## src/rtl/bec_pkg.sv

```systemverilog
package bec_pkg;
  localparam int ADDR_HI = 30;
  localparam int ADDR_LO = 2;
  localparam int ADDR_W  = ADDR_HI - ADDR_LO + 1;
  localparam int ARB_W   = 4;
  localparam int REG_W   = 8;
  localparam int NUM_REGS = 6;
  localparam int SEL_W   = 3;

  typedef struct packed {
    logic [ADDR_W-1:0] addr;
    logic              dc;
    logic              arb_gnt;
    logic [ARB_W-1:0]  arb;
  } snap_t;
endpackage

```

## src/rtl/bec_sync.sv

```systemverilog
module bec_sync #(
  parameter int STAGES = 2
) (
  input  logic clk_i,
  input  logic rst_ni,
  input  logic async_ni,
  output logic fall_o
);
  // STAGES synchroniser flops plus one history flop, all idle high
  logic [STAGES:0] q;

  always_ff @(posedge clk_i or negedge rst_ni) begin
    if (!rst_ni) q <= '1;
    else         q <= {q[STAGES-1:0], async_ni};
  end

  assign fall_o = q[STAGES] & ~q[STAGES-1];

  assert_single_pulse_R2: assert property (@(posedge clk_i) disable iff (!rst_ni)
    fall_o |=> !fall_o);
endmodule

```

## src/rtl/bec_capture.sv

```systemverilog
module bec_capture
  import bec_pkg::*;
(
  input  logic  clk_i,
  input  logic  rst_ni,
  input  logic  fall_i,
  input  logic  clear_i,
  input  snap_t bus_i,
  output snap_t snap_o,
  output logic  valid_o
);
  snap_t snap_q;
  logic  valid_q;

  always_ff @(posedge clk_i or negedge rst_ni) begin
    if (!rst_ni) begin
      snap_q  <= '0;
      valid_q <= 1'b0;
    end else if (clear_i) begin
      snap_q  <= '0;
      valid_q <= 1'b0;
    end else if (fall_i && !valid_q) begin
      snap_q  <= bus_i;
      valid_q <= 1'b1;
    end
  end

  assign snap_o  = snap_q;
  assign valid_o = valid_q;

  assert_hold_R6: assert property (@(posedge clk_i) disable iff (!rst_ni)
    valid_q && !clear_i |=> valid_q && $stable(snap_q));

  assert_clear_R7: assert property (@(posedge clk_i) disable iff (!rst_ni)
    clear_i |=> !valid_q && (snap_q == '0));
endmodule

```

## src/rtl/bec_readout.sv

```systemverilog
module bec_readout
  import bec_pkg::*;
(
  input  logic             clk_i,
  input  logic             rst_ni,
  input  logic [SEL_W-1:0] sel_i,
  input  snap_t            snap_i,
  output logic [REG_W-1:0] rd_data_o
);
  localparam logic [SEL_W-1:0] SEL_A_TOP = 3'd0;
  localparam logic [SEL_W-1:0] SEL_A_HI  = 3'd1;
  localparam logic [SEL_W-1:0] SEL_A_MID = 3'd2;
  localparam logic [SEL_W-1:0] SEL_A_LOW = 3'd3;
  localparam logic [SEL_W-1:0] SEL_ARB   = 3'd4;
  localparam logic [SEL_W-1:0] SEL_QUAL  = 3'd5;

  logic [ADDR_HI:ADDR_LO] a;
  assign a = snap_i.addr;

  always_comb begin
    rd_data_o = '0;
    unique case (sel_i)
      SEL_A_TOP: rd_data_o = {1'b0, a[30:24]};
      SEL_A_HI:  rd_data_o = a[23:16];
      SEL_A_MID: rd_data_o = a[15:8];
      SEL_A_LOW: rd_data_o = {a[7:2], 2'b00};
      SEL_ARB:   rd_data_o = {3'b000, snap_i.arb_gnt, snap_i.arb};
      SEL_QUAL:  rd_data_o = {7'b0, snap_i.dc};
      default:   rd_data_o = '0;
    endcase
  end

  assert_unused_zero_R5: assert property (@(posedge clk_i) disable iff (!rst_ni)
    (int'(sel_i) >= NUM_REGS) |-> (rd_data_o == '0));

  assert_arb_pad_R4: assert property (@(posedge clk_i) disable iff (!rst_ni)
    (sel_i == SEL_ARB) |-> (rd_data_o[7:5] == 3'b000));

  assert_low_pad_R3: assert property (@(posedge clk_i) disable iff (!rst_ni)
    (sel_i == SEL_A_LOW) |-> (rd_data_o[1:0] == 2'b00));
endmodule

```

## src/rtl/bus_err_capture.sv

```systemverilog
module bus_err_capture
  import bec_pkg::*;
#(
  parameter int SYNC_STAGES = 2
) (
  input  logic                   clk_i,
  input  logic                   rst_ni,
  input  logic                   chk_err_ni,
  input  logic                   clear_i,
  input  logic [ADDR_HI:ADDR_LO] bus_addr_i,
  input  logic                   bus_dc_i,
  input  logic                   bus_arb_gnt_i,
  input  logic [ARB_W-1:0]       bus_arb_lvl_i,
  input  logic [SEL_W-1:0]       rd_sel_i,
  output logic [REG_W-1:0]       rd_data_o,
  output logic                   valid_o
);
  logic  fall;
  snap_t bus, snap;

  assign bus = '{addr: bus_addr_i, dc: bus_dc_i, arb_gnt: bus_arb_gnt_i, arb: bus_arb_lvl_i};

  bec_sync #(.STAGES(SYNC_STAGES)) i_sync (
    .clk_i(clk_i), .rst_ni(rst_ni), .async_ni(chk_err_ni), .fall_o(fall)
  );

  bec_capture i_capture (
    .clk_i(clk_i), .rst_ni(rst_ni), .fall_i(fall), .clear_i(clear_i),
    .bus_i(bus), .snap_o(snap), .valid_o(valid_o)
  );

  bec_readout i_readout (
    .clk_i(clk_i), .rst_ni(rst_ni), .sel_i(rd_sel_i), .snap_i(snap), .rd_data_o(rd_data_o)
  );

  // captures only on a transition, never while already holding
  assert_capture_edge_R8: assert property (@(posedge clk_i) disable iff (!rst_ni)
    $rose(valid_o) |-> $past(fall) && !$past(clear_i));
endmodule

```

## config.mk

```make
export PLATFORM = sky130hd
export DESIGN_NAME = bus_err_capture
export DESIGN_NICKNAME = d
export VERILOG_FILES = /design/src/rtl/bec_pkg.sv /design/src/rtl/bec_sync.sv /design/src/rtl/bec_capture.sv /design/src/rtl/bec_readout.sv /design/src/rtl/bus_err_capture.sv
export SDC_FILE = /design/constraint.sdc
export NUM_CORES = 1
export LEC_CHECK = 0
export BUFFER_PORTS_ARGS = -buffer_cell sky130_fd_sc_hd__clkbuf_2
export CAP_MARGIN = 30
export CORE_UTILIZATION = 50
export DETAILED_ROUTE_END_ITERATION = 8
export GPL_TIMING_DRIVEN = 0
export MAX_ROUTING_LAYER = met4
export PLACE_DENSITY = 0.77
export SETUP_SLACK_MARGIN = 0.4
export SYNTH_ARGS = -nofsm -noshare
export SYNTH_HDL_FRONTEND = slang
export SYNTH_SLANG_ARGS = --single-unit
export TNS_END_PERCENT = 10
```

## constraint.sdc

```tcl
create_clock -name clk_i -period 1.49 [get_ports clk_i]
set_input_delay 0 -clock clk_i [delete_from_list [all_inputs] [get_ports clk_i]]
set_output_delay 0 -clock clk_i [all_outputs]
set_load 0.02 [all_outputs]
```

==> results by group, run 1 <==
GRT
  • Total track usage: 0.267
  • Vias in the first global route: 1516
  • First-pass GRT wire length: ~7 mm
  • Largest net degree at the start of global routing: 40
  • Initial antenna violation count: 0
  • Congestion Overflow GR: 0

Finish
  • Multi-input gate area: 667 um^2
  • Synth-to-Final Area Change: 52.3%
  • Most frequent cells in the layout: dlygate4sd3_1 (38), clkbuf_2 (38), dfrtp_1 (36)
  • FF+latch area: 980 um^2
  • Finished Core Util: 0.801
  • N_diodes: 0
  • Share of cells above drive strength 1: 0.381
  • Fillers: approximately 210
  • NumNets Final: 272

Setup path
  • Setup CP Type: flop to output pin
  • Critical Path AT: 1.52 ns
  • Max FO, Critical Path: 2
  • WP data required: 1.49 ns
  • Crit end category: output pin
  • Worst setup SP type: flop

Clock tree
  • CTS max path bufs: 2
  • CTS HTree Levels: 2
  • Root buffer cell: clkbuf_4
  • Clk Latency, worst-skew pair: 0.34 ns
  • CTS Sinks: 39
  • Total CTS buffers: 5
  • TritonCTS clock tree: done
  • Clock slew at reported path FFs: 0.11 ns

Placed design
  • Gpl congestion: roughly 0.85
  • Post-DP HPWL: 2.80 mm
  • Number of port buffers: 47

Synthesis
  • Post-synth EDFFs: 0
  • Post-synthesis instance total: ~130
  • Syn Std Cell Area: about 1800 um^2
  • Seq cells post-synth: 39
  • Syn Nets: about 170
  • Warnings, synthesis: 0
  • Main synth FF type: dfrtp_1
  • Avg Cell Area, Syn: about 14 um^2
  • Seq/Total Area, Yosys: 0.554
  • Synth async-reset ratio: 1.00
  • Yosys cell types: 31

STA
  • Max-slew headroom: 0.447
  • Post-Route Skew: 0.00754 ns
  • F_max: 0.659 GHz
  • Setup ws final: -0.0264 ns
  • Slew Limit Fails: 0
  • Endpoints failing hold: 0
  • # setup viols final: 1
  • Worst-Margin Slew: around 0.83 ns
  • Post-route minimum period: roughly 1.5 ns
  • Final period utilization: 1.02
  • RSZ-0062 raised after global routing: true

Floorplanning
  • FP Rows: 21
  • Chip Width: about 61 um
  • Die height: approximately 60 um
  • Top Ports: 51
  • Die area: 3780 um^2
  • Initial Util: 0.526
  • Core Area: 3360 um^2

Route
  • ANT nets after route: 0
  • DRT iter0 DRCs: 84
  • Vias per cell: between 5 and 6
  • Vias: 1493
  • First-pass detailed-route iteration total: 4
  • Average wire per cell in the routed design: 17.1 um
  • Remaining DRCs: 0
  • WL final: 4.74 mm

Outcome
  • Violated checks: negative setup slack
  • Status: complete, but fails checks

Hold path
  • Hold Crit Class: input pin to flop

Pwr
  • Pwr dens: 782 nW/um^2
  • Max VDD drop: approximately 0.47 mV
  • Lkg Pwr: 1.31 nW
  • Tot Pwr: between 0.002 and 0.0025 W

Run
  • Max-capacitance violation count: 0
-- worst max-delay path, stage by stage, from the launching register on --
cell and delay (ns):
dfrtp_1 0.41, mux4_2 0.49, nor2b_4 0.15, buf_8 0.12
-- state kept, by name (all words and copies together), names as in the netlist --
register           count
i_capture.valid_o      1
i_sync.q               3
i_capture.snap_o      35
-- timing repair --
action	in CTS	in global routing
cloned	1	1
hold endpoints to repair	73	0
resized for setup	22	8
endpoints found under the setup margin	43	54
pin swaps	42	33
setup buffers	4	3
hold buffers	38	0
-- report_power, final --
part | switching (W) | leakage [nW] | internal (W)
Combinational | 0.000171 | 0.754 | 0.000238
Sequential | 0.0000336 | 0.522 | 0.00111
Clock | 0.000324 | 0.0353 | 0.000229
Total | 0.000529 | 1.31 | 0.00158
-- area by class of cell --
type | count | area share
buffer | 13 | 0.0548
clock buffer | 7 | 0.0204
clock inverter | 1 | 0.00186
inverter | 2 | 0.00279
multi-input combinational | 75 | 0.248
sequential | 39 | 0.364
tap | 46 | 0.0214
timing repair buffer | 94 | 0.287
-- path summary, 6_finish.rpt --
kind | startpoint | end | slack [ns] | depth (start not counted)
setup / recovery | i_capture.snap_o[34] | rd_data_o[6] | -0.03 | 3
max in group asynchronous | rst_ni | i_capture.snap_o[25] | 0.69 | 2
min in group asynchronous | rst_ni | i_capture.snap_o[12] | 0.29 | 2
setup reg to reg | i_sync.q[2] | i_capture.snap_o[5] | 0.02 | 5
hold reg to reg | i_sync.q[0] | i_sync.q[1] | 0.37 | 0
hold / removal | clear_i | i_capture.snap_o[28] | 0.13 | 3
-- kinds of logic (layout without fill, tap and decap cells) --
logic type / Yosys count / in the layout / synth area share
multiplexers: 11 / 11 / 0.0771
buffers and inverters: 15 / 117 / 0.0828
AND/OR/NAND/NOR: 18 / 18 / 0.0651
flip-flops: 39 / 39 / 0.554
AO/OA/AOI/OAI: 46 / 46 / 0.221
-- cells in the mapped netlist (2+ instances only) --
library cell / n / share of area
a21oi_1: 2 / 0.0057
o21a_1: 2 / 0.0085
nor2_1: 2 / 0.0042
o32ai_1: 3 / 0.015
a22o_1: 35 / 0.17
nor2b_1: 2 / 0.0071
inv_1: 2 / 0.0042
nand2_1: 3 / 0.0064
mux4_2: 2 / 0.025
buf_12: 4 / 0.045
nand3b_1: 2 / 0.0085
mux2i_1: 8 / 0.045
buf_2: 5 / 0.014
dfstp_2: 3 / 0.045
buf_4: 3 / 0.013
dfrtp_1: 36 / 0.51
-- metrics by stage --
| stage | TNS (ns) | instance area (um^2) | hold slack (ns) | worst slack (ns) | cells |
|---|---|---|---|---|---|
| 2_1_floorplan | 0 | 1770 | -0.296 | 0.200 | 129 |
| 3_3_place_gp | 0 | 2060 | 0.0888 | 0.114 | 222 |
| 3_5_place_dp | 0 | 2060 | 0.0904 | 0.0588 | 222 |
| 4_1_cts | -0.0554 | 2640 | 0.100 | -0.0391 | 273 |
| 5_1_grt | -0.355 | 2690 | 0.116 | -0.0828 | 277 |
| 6_report | -0.0264 | 2690 | 0.127 | -0.0264 | 277 |
-- layer usage --
metal,up-vias,part of all wire,track usage
li1,697,-,-
met1,736,0.43,0.321
met2,54,0.51,0.436
met3,6,0.046,0.0630
met4,0,0.012,0.105
met5,-,0,-
Power figures use the tool's default switching activity.
==> run 2, diff against run 1 <==
- CELL_PAD_IN_SITES_DETAIL_PLACEMENT: unset -> 0
- CELL_PAD_IN_SITES_GLOBAL_PLACEMENT: unset -> 1
- CORE_UTILIZATION: 50 -> 40
- PLACE_DENSITY: 0.77 -> unset
- PLACE_DENSITY_LB_ADDON: unset -> 0.1
- TNS_END_PERCENT: 10 -> 5
==> run 2 against run 1 <==
  * The flow now finishes without violations
  * Core utilization down 15 points
  * Clock power increased by 67%
  * Routed wire length decreased by 8.8%
  * Critical path depth did not move
  * Setup slack improved by 0.081 ns
  * Non-clock buffer count decreased by 2
  * Maximum frequency rose by 5.7%
  * Flip-flop and latch count stayed put
==> results by group, run 2 (synthesis results as in run 1) <==
Finish
  • Finished Layout Cells: 279 (+0.72%)
  • Most frequent cells in the layout: clkbuf_2 (46), dlygate4sd3_1 (38), dfrtp_1 (36)
  • N_diodes: 0 (unchanged)
  • Synth-to-Final Area Change: 51.7%
  • Fillers: 334 (+61%)
  • Commonest non-fill, non-tap cell in the layout: clkbuf_2
  • Share of cells above drive strength 1: 0.371 (-0.00977)
  • NumNets Final: 270 (-0.74%)
  • Max FFs per register: 35 (unchanged)

Pwr
  • Max VDD drop: 0.487 mV (+4.6%)
  • Pwr dens: 913 nW/um^2 (+17%)
  • Tot Pwr: 0.00245 W (+16%)
  • Lkg Pwr: 1.31 nW (about the same)

Floorplanning
  • Die height: 68.5 um (+11%)
  • Initial Util: 0.430 (-0.0961)
  • Chip Width: 68.5 um (+11%)
  • Die area: 4690 um^2 (+24%)
  • Top Ports: 51 (unchanged)
  • Core Area: 4120 um^2 (+22%)
  • FP Rows: 23 (+9.5%)

Placed design
  • Gpl congestion: 0.740 (-13%)
  • Number of port buffers: 47 (unchanged)
  • Post-DP HPWL: 2.88 mm (+2.8%)
  • Placed insts: 226 (+1.8%)

STA
  • Post-Route Skew: 0.00943 ns (+0.00189 ns)
  • Hold WS: 0.102 ns (-0.0248 ns)
  • Final period utilization: 0.963 (-0.0544)
  • Worst-Margin Slew: 0.287 ns (-0.542 ns)
  • Final setup TNS: 0 ns (+0.0264 ns)
  • Post-route minimum period: 1.44 ns (-0.0811 ns)
  • Endpoints failing hold: 0 (unchanged)
  • # setup viols final: 0 (-1)
  • Slew Limit Fails: 0 (unchanged)
  • F_max: 0.697 GHz (+5.7%)
  • RSZ-0062 raised after global routing: true
  • Max-slew headroom: 0.809 (+0.361)

Route
  • WL final: 4.32 mm (-8.8%)
  • Vias: 1438 (-3.7%)
  • Vias per cell: 5.15 (-4.4%)
  • First-pass detailed-route iteration total: 4 (unchanged)
  • DRT iter0 DRCs: 63 (-25%)
  • Remaining DRCs: 0 (unchanged)
  • Average wire per cell in the routed design: 15.5 um (-9.5%)
  • ANT nets after route: 0 (unchanged)

Setup path
  • Setup CP Type: flop to output pin
  • Worst setup SP type: flop
  • Crit end category: output pin
  • Critical Path AT: 1.44 ns (-0.08 ns)
  • Max FO, Critical Path: 2 (unchanged)
  • WP data required: 1.49 ns (about the same)
  • Worst Reg-to-Reg Cells: 5 (unchanged)

Hold path
  • Hold Crit Class: input pin to asynchronous set/reset pin

GRT
  • Total track usage: 0.210 (-0.0572)
  • First-pass GRT wire length: 6.70 mm (-2.6%)
  • Initial antenna violation count: 0 (unchanged)
  • Vias in the first global route: 1433 (-5.5%)
  • Largest net degree at the start of global routing: 40 (unchanged)
  • Congestion Overflow GR: 0 (unchanged)

Clock tree
  • Root buffer cell: clkbuf_8
  • Total CTS buffers: 5 (unchanged)
  • TritonCTS clock tree: done
  • CTS max path bufs: 2 (unchanged)
  • Clk Latency, worst-skew pair: 0.30 ns (-0.04 ns)
  • CTS HTree Levels: 2 (unchanged)
  • Clock slew at reported path FFs: 0.08 ns (-0.03 ns)
  • CTS Sinks: 39 (unchanged)

Run
  • Max-capacitance violation count: 0 (unchanged)

Outcome
  • Status: finished clean
run 2: through the flow:
stage | setup slack, ns | utilization | area, um^2
after CTS | 0.0492 | 0.634 | 2610
after floorplan | 0.200 | - | 1770
final | 0.0547 | 0.652 | 2680
after detailed placement | 0.0398 | 0.502 | 2070
after global placement | 0.104 | 0.502 | 2070
after global routing | 0.00115 | 0.652 | 2680
run 2: cell type report:
cell class	count	area, um^2	share of cell area
Sequential cell	39	980	0.365
Tap cell	50	62.6	0.0233
Multi-Input combinational cell	75	653	0.243
Clock inverter	2	35.0	0.0131
Buffer	13	144	0.0536
Inverter	2	7.51	0.00280
Timing Repair Buffer	92	718	0.268
Clock buffer	6	82.6	0.0308
run 2: what timing repair did:
| action | in CTS | in global routing |
|---|---|---|
| hold endpoints to repair | 73 | 0 |
| setup buffers | 4 | 0 |
| cloned | 0 | 2 |
| gates resized for setup | 4 | 2 |
| setup endpoints to repair | 43 | 43 |
| pin swaps | 0 | 1 |
| hold buffers | 38 | 0 |
run 2: routing by layer:
layer | vias to the layer above | GRT usage | wire length (um)
li1 | 692 | - | -
met2 | 34 | 0.355 | 2140
met4 | 0 | 0.0859 | 50
met5 | - | - | 0
met1 | 707 | 0.243 | 1950
met3 | 5 | 0.0400 | 180
run 2: worst max-delay path, cell delays in order, from the launching register on:
cell      delay, ns
dfrtp_1        0.39
mux4_2         0.45
nor2b_1        0.14
clkbuf_4       0.16
run 2: path summary, 6_finish.rpt:
path / from / to / slack, ns
worst max-delay path: i_capture.snap_o[18] / rd_data_o[6] / 0.05
worst min-delay path: rst_ni / i_capture.snap_o[34] / 0.10
worst max register to register: i_sync.q[2] / i_capture.snap_o[20] / 0.06
worst min register to register: i_sync.q[0] / i_sync.q[1] / 0.36
max in group asynchronous: rst_ni / i_sync.q[0] / 0.87
min in group clk_i: clear_i / i_capture.snap_o[28] / 0.15
run 2: power breakdown:
part           switching, W  internal (W)  leakage (nW)
Clock              0.000384      0.000542        0.0612
Combinational      0.000159      0.000224         0.727
Sequential        0.0000308       0.00111         0.522
Total              0.000573       0.00188          1.31
==> run 3, diff against run 2 <==
- CORE_UTILIZATION: 40 -> 43
- SYNTH_HIERARCHICAL: unset -> 1
==> run 3 against run 2 <==
  * Global-route usage is 3.3 points higher
  * Largest cell class is now multi-input gates
  * Cell count up 34%
  * Critical path type unchanged
  * Die area up 24%
  * Maximum frequency decreased by 0.58%
  * Sequential share of layout area fell by 7.1 points
  * Total power is 3.0% higher
  * Final area is 24% higher
  * Highest routed layer unchanged
==> results by group, run 3 <==
Floorplanning
  • Initial Util: 0.457 (+0.0274)
  • Top Ports: 51 (unchanged)
  • Die area: 5830 um^2 (+24%)
  • Chip Width: 76.4 um (+12%)
  • Die height: 76.4 um (+12%)
  • FP Rows: 26 (+13%)
  • Core Area: 5200 um^2 (+26%)

STA
  • F_max: 0.693 GHz (-0.58%)
  • Endpoints failing hold: 0 (unchanged)
  • # setup viols final: 0 (unchanged)
  • RSZ-0062 raised after global routing: true
  • Worst-Margin Slew: 0.425 ns (+0.138 ns)
  • Post-route minimum period: 1.44 ns (+0.00835 ns)
  • Slew Limit Fails: 0 (unchanged)
  • Max-slew headroom: 0.716 (-0.0921)
  • Post-Route Skew: 0.00724 ns (-0.00219 ns)
  • Final period utilization: 0.969 (+0.00560)
  • Hold WS: 0.0246 ns (-0.0772 ns)

Route
  • Vias per cell: 5.14 (-0.34%)
  • Average wire per cell in the routed design: 16.9 um (+9.2%)
  • Wl on met1: 2.97 mm (+53%)
  • DRT iter0 DRCs: 69 (+9.5%)
  • Top sig layer: met4
  • First-pass detailed-route iteration total: 4 (unchanged)
  • Met3 WL: 163 um (-9.4%)
  • Met2 WL: 3.14 mm (+47%)
  • Vias: 1921 (+34%)
  • Remaining DRCs: 0 (unchanged)
  • WL final: 6.32 mm (+46%)
  • ANT nets after route: 0 (unchanged)

Hold path
  • Hold_sp: bus_addr_i[29]
  • Worst Hold Path EP: i_capture/snap_o[33]
  • Worst hold stages: 3
  • Hold Crit Class: input pin to flop

Synthesis
  • Commonest cells post-synth: dfrtp_1 (36), nand2b_1 (35), nand4bb_1 (35)
  • Post-synth EDFFs: 0 (unchanged)
  • Syn Std Cell Area: 2380 um^2 (+35%)
  • Yosys cell types: 34 (+9.7%)
  • Most frequent cell after synthesis: dfrtp_1
  • Seq cells post-synth: 39 (unchanged)
  • Synth area leaders: dfrtp_1 (38%), nand4bb_1 (17%), o21ai_2 (11%)
  • Syn Nets: 247 (+44%)
  • Synth async-reset ratio: 1.00 (unchanged)
  • Main synth FF type: dfrtp_1
  • Yosys top cell by area: dfrtp_1
  • Avg Cell Area, Syn: 11.6 um^2 (-15%)
  • Post-synthesis instance total: 205 (+59%)
  • Warnings, synthesis: 6 (+6)
  • Seq/Total Area, Yosys: 0.412 (-0.142)
  • Synth top area share: 0.379 (-0.131)

Finish
  • Most frequent cells in the layout: clkbuf_2 (46), dfrtp_1 (36), dlygate4sd3_1 (35), nand2b_1 (35), nand4bb_1 (35)
  • Commonest non-fill, non-tap cell in the layout: clkbuf_2
  • FF+latch area: 980 um^2 (unchanged)
  • Share of cells above drive strength 1: 0.391 (+0.0203)
  • Multi-input gate area: 1240 um^2 (+90%)
  • NumNets Final: 346 (+28%)
  • N_diodes: 0 (unchanged)
  • Max FFs per register: 35 (unchanged)
  • Synth-to-Final Area Change: 40.1%
  • Fillers: 442 (+32%)

Run
  • Max-capacitance violation count: 0 (unchanged)

GRT
  • Vias in the first global route: 2084 (+45%)
  • Total track usage: 0.243 (+0.0330)
  • Largest net degree at the start of global routing: 29 (-28%)
  • First-pass GRT wire length: 10.6 mm (+59%)
  • Congestion Overflow GR: 0 (unchanged)
  • Initial antenna violation count: 0 (unchanged)

Clock tree
  • Total CTS buffers: 5 (unchanged)
  • Clk Latency, worst-skew pair: 0.28 ns (-0.02 ns)
  • Clock slew at reported path FFs: 0.07 ns (about the same)
  • CTS max path bufs: 2 (unchanged)
  • CTS HTree Levels: 2 (unchanged)
  • CTS Sinks: 39 (unchanged)
  • TritonCTS clock tree: done
  • Root buffer cell: clkbuf_8

Setup path
  • Critical R2R Launch: i_sync/q[2]
  • Worst setup SP type: flop
  • WP data required: 1.49 ns (about the same)
  • Crit end category: output pin
  • Setup CP Type: flop to output pin
  • RR Endpoint: i_capture/snap_o[5]
  • Critical Path AT: 1.44 ns (about the same)
  • Worst Reg-to-Reg Cells: 5 (unchanged)
  • Max FO, Critical Path: 2 (unchanged)
  • R2R Setup Slk: 0.10 ns (+0.04 ns)

Placed design
  • Number of port buffers: 48 (+2.1%)
  • Gpl congestion: 0.785 (+6.1%)
  • Post-DP HPWL: 4.20 mm (+46%)

Outcome
  • Status: finished clean

Pwr
  • Tot Pwr: 0.00252 W (+3.0%)
  • Max VDD drop: 0.605 mV (+24%)
  • Pwr dens: 757 nW/um^2 (-17%)
  • Lkg Pwr: 1.44 nW (+9.7%)
==> run 3: changes by cell type after synthesis, sizes merged, moves of 3 or more <==
cell and change:
a22oi +4, o32ai -3, mux2 +3, o21ai +35, nand2b +34, a22o -35, nand4bb +35, clkbuf +10
mux2i -4
==> run 3: report_power, final <==
group	switching, W	internal [W]
sequential	0.0000310	0.00111
clock	0.000345	0.000491
combinational	0.000239	0.000303
total	0.000615	0.00191
==> run 3: cell type report <==
cell class              instances  share of cell area
flip-flops and latches         39               0.294
repair buffers                 92               0.223
clock inverters                 1             0.00901
plain buffers                  22              0.0533
multi-input cells             144               0.373
well taps                      70              0.0263
clock buffers                   6              0.0218
==> run 3: worst max path at each step <==
stage                          from                   end  slack [ns]
2_1_floorplan           i_sync/q[2]   i_capture/snap_o[0]        0.24
3_3_place_gp            i_sync/q[2]  i_capture/snap_o[10]        0.02
3_5_place_dp            i_sync/q[2]   i_capture/snap_o[8]      -0.002
4_1_cts         i_capture/snap_o[9]          rd_data_o[5]        0.04
5_1_grt        i_capture/snap_o[34]          rd_data_o[6]      0.0003
6_report       i_capture/snap_o[34]          rd_data_o[6]        0.05
==> run 3: per-layer routing <==
layer | up-vias | global-route usage
li1 | 947 | -
met1 | 937 | 0.313
met2 | 33 | 0.399
met3 | 4 | 0.0407
met4 | 0 | 0.0577
met5 | - | -
==> run 3: logic make-up (layout without fill, tap and decap cells) <==
kind of cell	Yosys count	in the layout	share of synthesized area
multiplexers	10	10	0.0563
AND/OR/NAND/NOR	90	90	0.315
AO/OA/AOI/OAI	44	44	0.147
flip-flops	39	39	0.412
buffers and inverters	22	121	0.0700
==> run 3: timing repair <==
| item | 4_1_cts | 5_1_grt |
|---|---|---|
| hold endpoints to repair | 71 | 0 |
| hold buffers | 35 | 0 |
| resized for setup | 4 | 10 |
| gates cloned | 1 | 1 |
| pin swaps | 0 | 0 |
| setup endpoints to repair | 44 | 44 |
| setup buffers | 5 | 1 |
==> run 3: through the flow <==
| stage | worst slack, ns | setup TNS [ns] | cell area [um^2] | utilization | cells |
|---|---|---|---|---|---|
| 6_report | 0.0464 | 0 | 3330 | 0.640 | 374 |
| 5_1_grt | 0.000269 | 0 | 3330 | 0.640 | 374 |
| 4_1_cts | 0.0396 | 0 | 3280 | 0.630 | 372 |
| 3_5_place_dp | -0.00201 | -0.00409 | 2730 | 0.524 | 324 |
| 3_3_place_gp | 0.0241 | 0 | 2710 | 0.520 | 323 |
| 2_1_floorplan | 0.237 | 0 | 2380 | - | 205 |
==> run 3: critical path: stages, from the launching register on <==
cell     delay (ns)
dfrtp_1        0.40
mux4_2         0.46
nor2b_2        0.17
buf_6          0.13
